### config.mk
export PLATFORM = sky130hd
export DESIGN_NAME = fdu_update_ctrl
export DESIGN_NICKNAME = d
export VERILOG_FILES = /design/src/rtl/fdu_pkg.sv /design/src/rtl/fdu_shadow_regs.sv /design/src/rtl/fdu_commit_stage.sv /design/src/rtl/fdu_swap_seq.sv /design/src/rtl/fdu_update_ctrl.sv
export SDC_FILE = /design/constraint.sdc
export NUM_CORES = 1
export LEC_CHECK = 0
export ABC_AREA = 1
export BUFFER_PORTS_ARGS = -buffer_cell sky130_fd_sc_hd__buf_2
export CORE_ASPECT_RATIO = 0.6
export CORE_MARGIN = 2
export CORE_UTILIZATION = 61
export DETAILED_ROUTE_END_ITERATION = 10
export HOLD_SLACK_MARGIN = 0.1
export PLACE_DENSITY = 0.84
export SYNTH_ARGS = -nofsm -noshare
export SYNTH_HDL_FRONTEND = slang
export SYNTH_SLANG_ARGS = --single-unit
### constraint.sdc
create_clock -name clk -period 4.2 [get_ports clk]
set_clock_uncertainty 0.15 [all_clocks]
set_input_delay 0 -clock clk [delete_from_list [all_inputs] [get_ports clk]]
set_output_delay 0 -clock clk [all_outputs]
set_load 0.05 [all_outputs]
### src/rtl/fdu_pkg.sv
package fdu_pkg;
    parameter int N_W    = 8;
    parameter int FRAC_W = 24;
    parameter int MOD_W  = 24;
    parameter int DATA_W = 32;
    parameter int ADDR_W = 2;

    localparam logic [ADDR_W-1:0] ADDR_N    = ADDR_W'(0);
    localparam logic [ADDR_W-1:0] ADDR_FRAC = ADDR_W'(1);
    localparam logic [ADDR_W-1:0] ADDR_MOD  = ADDR_W'(2);
    localparam logic [ADDR_W-1:0] ADDR_UPD  = ADDR_W'(3);

    typedef struct packed {
        logic [N_W-1:0]    n;
        logic [FRAC_W-1:0] frac;
        logic [MOD_W-1:0]  modulus;
    } div_set_t;

    localparam div_set_t DIV_RESET = '{n: N_W'(1), frac: '0, modulus: MOD_W'(1)};

    typedef enum logic [0:0] {SEQ_IDLE, SEQ_HOLD} seq_state_e;

    // A ratio or modulus change disturbs the loop; a numerator change does not.
    function automatic logic needs_holdover(div_set_t cur, div_set_t nxt);
        return (cur.n != nxt.n) || (cur.modulus != nxt.modulus);
    endfunction
endpackage

### src/rtl/fdu_shadow_regs.sv
module fdu_shadow_regs
    import fdu_pkg::*;
(
    input  logic              clk,
    input  logic              rst,
    input  logic              wr_en,
    input  logic [ADDR_W-1:0] wr_addr,
    input  logic [DATA_W-1:0] wr_data,
    input  logic [ADDR_W-1:0] rd_addr,
    input  logic              upd_pending,
    output logic [DATA_W-1:0] rd_data,
    output div_set_t          shadow,
    output logic              commit_req
);
    div_set_t shadow_q;

    always_ff @(posedge clk) begin
        if (rst) begin
            shadow_q <= DIV_RESET;
        end else if (wr_en) begin
            case (wr_addr)
                ADDR_N:    shadow_q.n       <= wr_data[N_W-1:0];
                ADDR_FRAC: shadow_q.frac    <= wr_data[FRAC_W-1:0];
                ADDR_MOD:  shadow_q.modulus <= wr_data[MOD_W-1:0];
                default:   ;
            endcase
        end
    end

    assign commit_req = wr_en && (wr_addr == ADDR_UPD) && wr_data[0];
    assign shadow     = shadow_q;

    always_comb begin
        case (rd_addr)
            ADDR_N:    rd_data = DATA_W'(shadow_q.n);
            ADDR_FRAC: rd_data = DATA_W'(shadow_q.frac);
            ADDR_MOD:  rd_data = DATA_W'(shadow_q.modulus);
            default:   rd_data = DATA_W'(upd_pending);
        endcase
    end
endmodule

### src/rtl/fdu_commit_stage.sv
module fdu_commit_stage
    import fdu_pkg::*;
(
    input  logic     clk,
    input  logic     rst,
    input  logic     commit_req,
    input  logic     ref_b_sel,
    input  logic     busy,
    input  logic     apply,
    input  div_set_t shadow,
    output logic     pend_valid,
    output div_set_t staged
);
    logic     pend_q;
    div_set_t staged_q;
    logic     accept;

    assign accept = commit_req && !ref_b_sel && !busy;

    always_ff @(posedge clk) begin
        if (rst) begin
            pend_q   <= 1'b0;
            staged_q <= DIV_RESET;
        end else if (accept) begin
            // a fresh commit overrides whatever was staged, so one tick applies one set
            pend_q   <= 1'b1;
            staged_q <= shadow;
        end else if (apply) begin
            pend_q   <= 1'b0;
        end
    end

    assign pend_valid = pend_q;
    assign staged     = staged_q;
endmodule

### src/rtl/fdu_swap_seq.sv
module fdu_swap_seq
    import fdu_pkg::*;
#(
    parameter int HOLD_TICKS = 2
) (
    input  logic     clk,
    input  logic     rst,
    input  logic     pd_tick,
    input  logic     pend_valid,
    input  div_set_t staged,
    output logic     apply,
    output div_set_t active,
    output logic     holdover,
    output logic     busy
);
    localparam int HOLD_EFF = (HOLD_TICKS < 2) ? 2 : HOLD_TICKS;
    localparam int CNT_W    = $clog2(HOLD_EFF + 1);

    seq_state_e       state_q;
    div_set_t         active_q;
    div_set_t         target_q;
    logic             hold_q;
    logic             swapped_q;
    logic [CNT_W-1:0] cnt_q;

    assign apply = (state_q == SEQ_IDLE) && pd_tick && pend_valid;

    always_ff @(posedge clk) begin
        if (rst) begin
            state_q   <= SEQ_IDLE;
            active_q  <= DIV_RESET;
            target_q  <= DIV_RESET;
            hold_q    <= 1'b0;
            swapped_q <= 1'b0;
            cnt_q     <= '0;
        end else begin
            case (state_q)
                SEQ_IDLE: begin
                    if (apply) begin
                        if (needs_holdover(active_q, staged)) begin
                            state_q   <= SEQ_HOLD;
                            target_q  <= staged;
                            hold_q    <= 1'b1;
                            swapped_q <= 1'b0;
                            cnt_q     <= CNT_W'(HOLD_EFF);
                        end else begin
                            active_q.frac <= staged.frac;
                        end
                    end
                end
                SEQ_HOLD: begin
                    if (pd_tick) begin
                        if (!swapped_q) begin
                            active_q  <= target_q;
                            swapped_q <= 1'b1;
                        end
                        if (cnt_q == CNT_W'(1)) begin
                            hold_q  <= 1'b0;
                            state_q <= SEQ_IDLE;
                        end
                        cnt_q <= cnt_q - CNT_W'(1);
                    end
                end
                default: state_q <= SEQ_IDLE;
            endcase
        end
    end

    assign active   = active_q;
    assign holdover = hold_q;
    assign busy     = (state_q == SEQ_HOLD);
endmodule

### src/rtl/fdu_update_ctrl.sv
module fdu_update_ctrl
    import fdu_pkg::*;
#(
    parameter int HOLD_TICKS = 2
) (
    input  logic              clk,
    input  logic              rst,
    input  logic              pd_tick,
    input  logic              ref_b_sel,
    input  logic              wr_en,
    input  logic [ADDR_W-1:0] wr_addr,
    input  logic [DATA_W-1:0] wr_data,
    input  logic [ADDR_W-1:0] rd_addr,
    output logic [DATA_W-1:0] rd_data,
    output logic [N_W-1:0]    act_n,
    output logic [FRAC_W-1:0] act_frac,
    output logic [MOD_W-1:0]  act_mod,
    output logic              holdover_req,
    output logic              busy
);
    div_set_t shadow;
    div_set_t staged;
    div_set_t active;
    logic     commit_req;
    logic     pend_valid;
    logic     apply;
    logic     seq_busy;

    fdu_shadow_regs u_regs (
        .clk        (clk),
        .rst        (rst),
        .wr_en      (wr_en),
        .wr_addr    (wr_addr),
        .wr_data    (wr_data),
        .rd_addr    (rd_addr),
        .upd_pending(pend_valid),
        .rd_data    (rd_data),
        .shadow     (shadow),
        .commit_req (commit_req)
    );

    fdu_commit_stage u_stage (
        .clk       (clk),
        .rst       (rst),
        .commit_req(commit_req),
        .ref_b_sel (ref_b_sel),
        .busy      (seq_busy),
        .apply     (apply),
        .shadow    (shadow),
        .pend_valid(pend_valid),
        .staged    (staged)
    );

    fdu_swap_seq #(.HOLD_TICKS(HOLD_TICKS)) u_seq (
        .clk       (clk),
        .rst       (rst),
        .pd_tick   (pd_tick),
        .pend_valid(pend_valid),
        .staged    (staged),
        .apply     (apply),
        .active    (active),
        .holdover  (holdover_req),
        .busy      (seq_busy)
    );

    assign busy     = seq_busy;
    assign act_n    = active.n;
    assign act_frac = active.frac;
    assign act_mod  = active.modulus;
endmodule

==> metrics.md <==
| Metric | Value |
|---|---|
| Run status | `complete, no violations` |
| #FFs+latches synth | `230` |
| Clock Latency Late Sink | `500 ps` |
| Initial DRC Count | `a little under 900` |
| Area contributors post-synth | `dfxtp_1, nor2_1, nand2_1` |
| Sw Ratio | `about a quarter` |
| Mapped Area | `0.009029 mm^2` |
| Sink Count | `230` |
| Number of rows in the core area | `34` |
| Placed inst area | `around 0.0096 mm^2` |
| GRT Resource Usage Total | `30.23%` |
| Int Power | `roughly 3.5 mW` |
| Share of the synthesized area in the top cell type | `between 50% and 60%` |
| Commonest non-fill, non-tap cell in the layout | `nor2_1` |
| Post-route setup TNS | `0 ps` |
| Slew @ Worst Pin | `~1100 ps` |
| Slew HR | `a little under a quarter` |
| CP Cell Sequence | `xnor2_1, nand2_1, nor2_1, nand2_1, nor2_1, nand2_2, nand2_2, nor2_4, inv_2, buf_4, nor2_1, nor2_1` |
| Yosys top cell by area | `dfxtp_1` |
| Root buffer cell | `clkbuf_16` |
| Fmax | `roughly 0.37 GHz` |
| Routed WL | `between 20000 and 25000 um` |
| Buffers on Ports | `114` |
| P_sw | `approximately 1.1 mW` |
| Design area | `~0.011 mm^2` |
| PwrDens | `431.7 mW/mm^2` |
| Io pins | `131` |
| DR DRC count | `0` |
| Netlist cell types | `25` |
| HPWL Detailed | `between 10000 and 15000 um` |
| Most used cell along the critical path | `nor2_1` |
| Worst EP required | `roughly 4500 ps` |
| ANT cells | `0` |
| Grt peak-use layer | `met2` |
| Clock network power share | `around 44%` |
| Routed Antenna Nets | `0` |
| Vias in the first global route | `slightly below 8000` |
| Seq pwr share | `between 40 and 50%` |
| Slowest stage delay, CP | `around 490 ps` |
| Leakage | `about 5 nW` |
| Final hold vios | `0` |
| Die Area | `~0.016 mm^2` |
| Slew Limit Fails | `0` |
| GR Util met2 | `48.04%` |
| Aggregate global routing overflow | `0` |
| Wire length of the first global-routing pass | `around 39000 um` |
| Tcrit/Tclk final | `between 60% and 70%` |
| Crit path capture type | `register` |
| Place WS | `roughly 1600 ps` |
| CTS max path bufs | `3` |
| Drt first pass iters | `5` |
| Initial antenna violation count | `0` |
| Starting Density | `62.42%` |
| Largest delay contributor family on the critical path | `simple AND/OR/NAND/NOR gates` |
| Core Region | `0.01446 mm^2` |
| Commonest non-fill, non-tap cells in the layout | `nor2_1, nand2_1, dfxtp_1` |
| CP arrival | `2980 ps` |
| Hold Crit Class | `primary input to register` |
| Die W | `approximately 160 um` |
| GR Util met1 | `roughly 43%` |
| M3 GR Usage | `5.692%` |
| RSZ-0062 raised after global routing | `no` |
| Setup-failing EPs final | `0` |
| Final WS setup | `1498 ps` |
| DR vias/cell | `roughly 5.4` |
| Min Clock Period, post-route | `approximately 2700 ps` |
| Proportion of layout cells with a drive suffix above 1 | `approximately 12%` |
| Number of fill cells | `1149` |
| Worst Path Class, Setup | `register to register` |
| RePlAce Congestion | `roughly 0.9` |
| Final nets | `1384` |
| Sequential-to-total area share from yosys stat | `between 50% and 60%` |
| Drt wl/cell | `around 15 um` |
| H-tree Lvls | `1` |
| Synthesis Warnings | `0` |
| Crit Path Max Fanout | `35` |
| # Max-Cap Violations | `0` |
| CTS resizes | `0` |
| Pwr Total | `4.596 mW` |
| Die Y | `around 100 um` |
| Syn-to-layout area delta | `17.92%` |
| Worst setup SP type | `register` |
| TritonCTS clock tree | `built` |
| Post-CTS setup buffers | `0` |
| CTS Buf Count | `21` |
| Largest net degree at the start of global routing | `120` |
| Post-synthesis average cell area | `between 7 and 8 um^2` |
| Synth Instances | `1236` |
| Buffers & Inverters on Critical Path | `2` |
| Comb pwr share | `~7.1%` |
| Via count | `8406` |
| Reg clk slew, reported paths | `70 ps` |
| Highest-delay cell along the critical path | `inv_2` |
| Worst vdd ir | `around 0.00025 V` |
[what timing repair did]
item / CTS / global route
endpoints found under the setup margin: 0 / 0
hold buffers: 35 / 0
hold endpoints to repair: 130 / 0
[power by group through the flow]
stage | logic (mW) | clock network (mW) | registers (mW)
floorplan | 0.196 | 0 | 2.32
global placement | 0.289 | 0 | 2.30
detailed placement | 0.294 | 0 | 2.30
CTS | 0.321 | 2.02 | 2.26
global route | 0.355 | 2.13 | 2.26
finish | 0.328 | 2.01 | 2.26
[path summary, 6_finish.rpt]
path | start | to | slack, ps | depth (start not counted)
max reg2reg | u_stage.staged[12] | u_seq.target_q[20] | 1500 | 12
max | u_stage.staged[12] | u_seq.target_q[20] | 1500 | 12
min | wr_data[16] | u_regs.shadow[40] | 150 | 4
min reg2reg | u_seq.holdover | u_seq.holdover | 310 | 2
[logic make-up after synthesis]
| family | count (synthesis) | share of synthesized area [%] |
|---|---|---|
| and+or+nand+nor | 633 | 27.06 |
| AOI/OAI and AO/OA | 232 | 13.62 |
| DFF | 230 | 51.00 |
| buffers and inverters | 113 | 5.613 |
| xor gates and xnor gates | 26 | 2.522 |
| adders and majority gates | 1 | 0.1386 |
| other | 1 | 0.04153 |
[per-layer routing]
metal | wire (um) | part of all wire, %
met1 | 11070 | 46
met2 | 10690 | 45
met3 | 1738 | 7.3
met4 | 398 | 1.7
met5 | 0 | 0
[worst min-delay path, stage by stage]
cell           delay, ps
dlygate4sd3_1        510
buf_2                120
nor2_1                40
nor2_1                80
[synthesized netlist by cell type]
master	number
nor2_1	328
clkinv_1	1
buf_4	10
o21ai_0	107
nand2_2	2
xnor2_1	26
nand4_1	1
ha_1	1
conb_1	1
dfxtp_1	230
buf_6	3
o21ai_1	40
nand3_1	40
a21oi_2	1
buf_2	18
inv_2	3
a22o_1	16
nand2_1	260
buf_1	2
nor4_1	1
nor2_4	1
clkbuf_1	52
inv_1	24
o211ai_1	2
a21oi_1	66
[flip-flops by register name, summed over array words and instances, names as in the netlist]
name and cells:
u_seq.active 56, u_seq.target_q 56, u_seq.swapped_q 1, u_regs.shadow 56, u_seq.holdover 1, u_stage.staged 56, u_seq.busy 1, u_stage.pend_valid 1
u_seq.cnt_q 2
[area by class of cell]
type / count / area [um^2] / share of cell area, %
Clock inverter: 9 / 148.9 / 1.399
Multi-Input combinational cell: 900 / 3966 / 37.25
Tap cell: 198 / 247.7 / 2.327
Sequential cell: 230 / 4604 / 43.25
Timing Repair Buffer: 161 / 1011 / 9.496
Inverter: 28 / 107.6 / 1.011
Clock buffer: 25 / 560.5 / 5.265
[stage by stage]
| step | utilization (%) | std cells | hold WS (ps) |
|---|---|---|---|
| after floorplan | - | 1243 | -15.10 |
| after global placement | 66.28 | 1482 | 89.22 |
| after detailed placement | 66.28 | 1482 | 95.40 |
| after CTS | 73.61 | 1551 | 124.7 |
| after global routing | 73.61 | 1551 | 166.5 |
| final | 73.61 | 1551 | 147.8 |
Power figures use the tool's default switching activity.
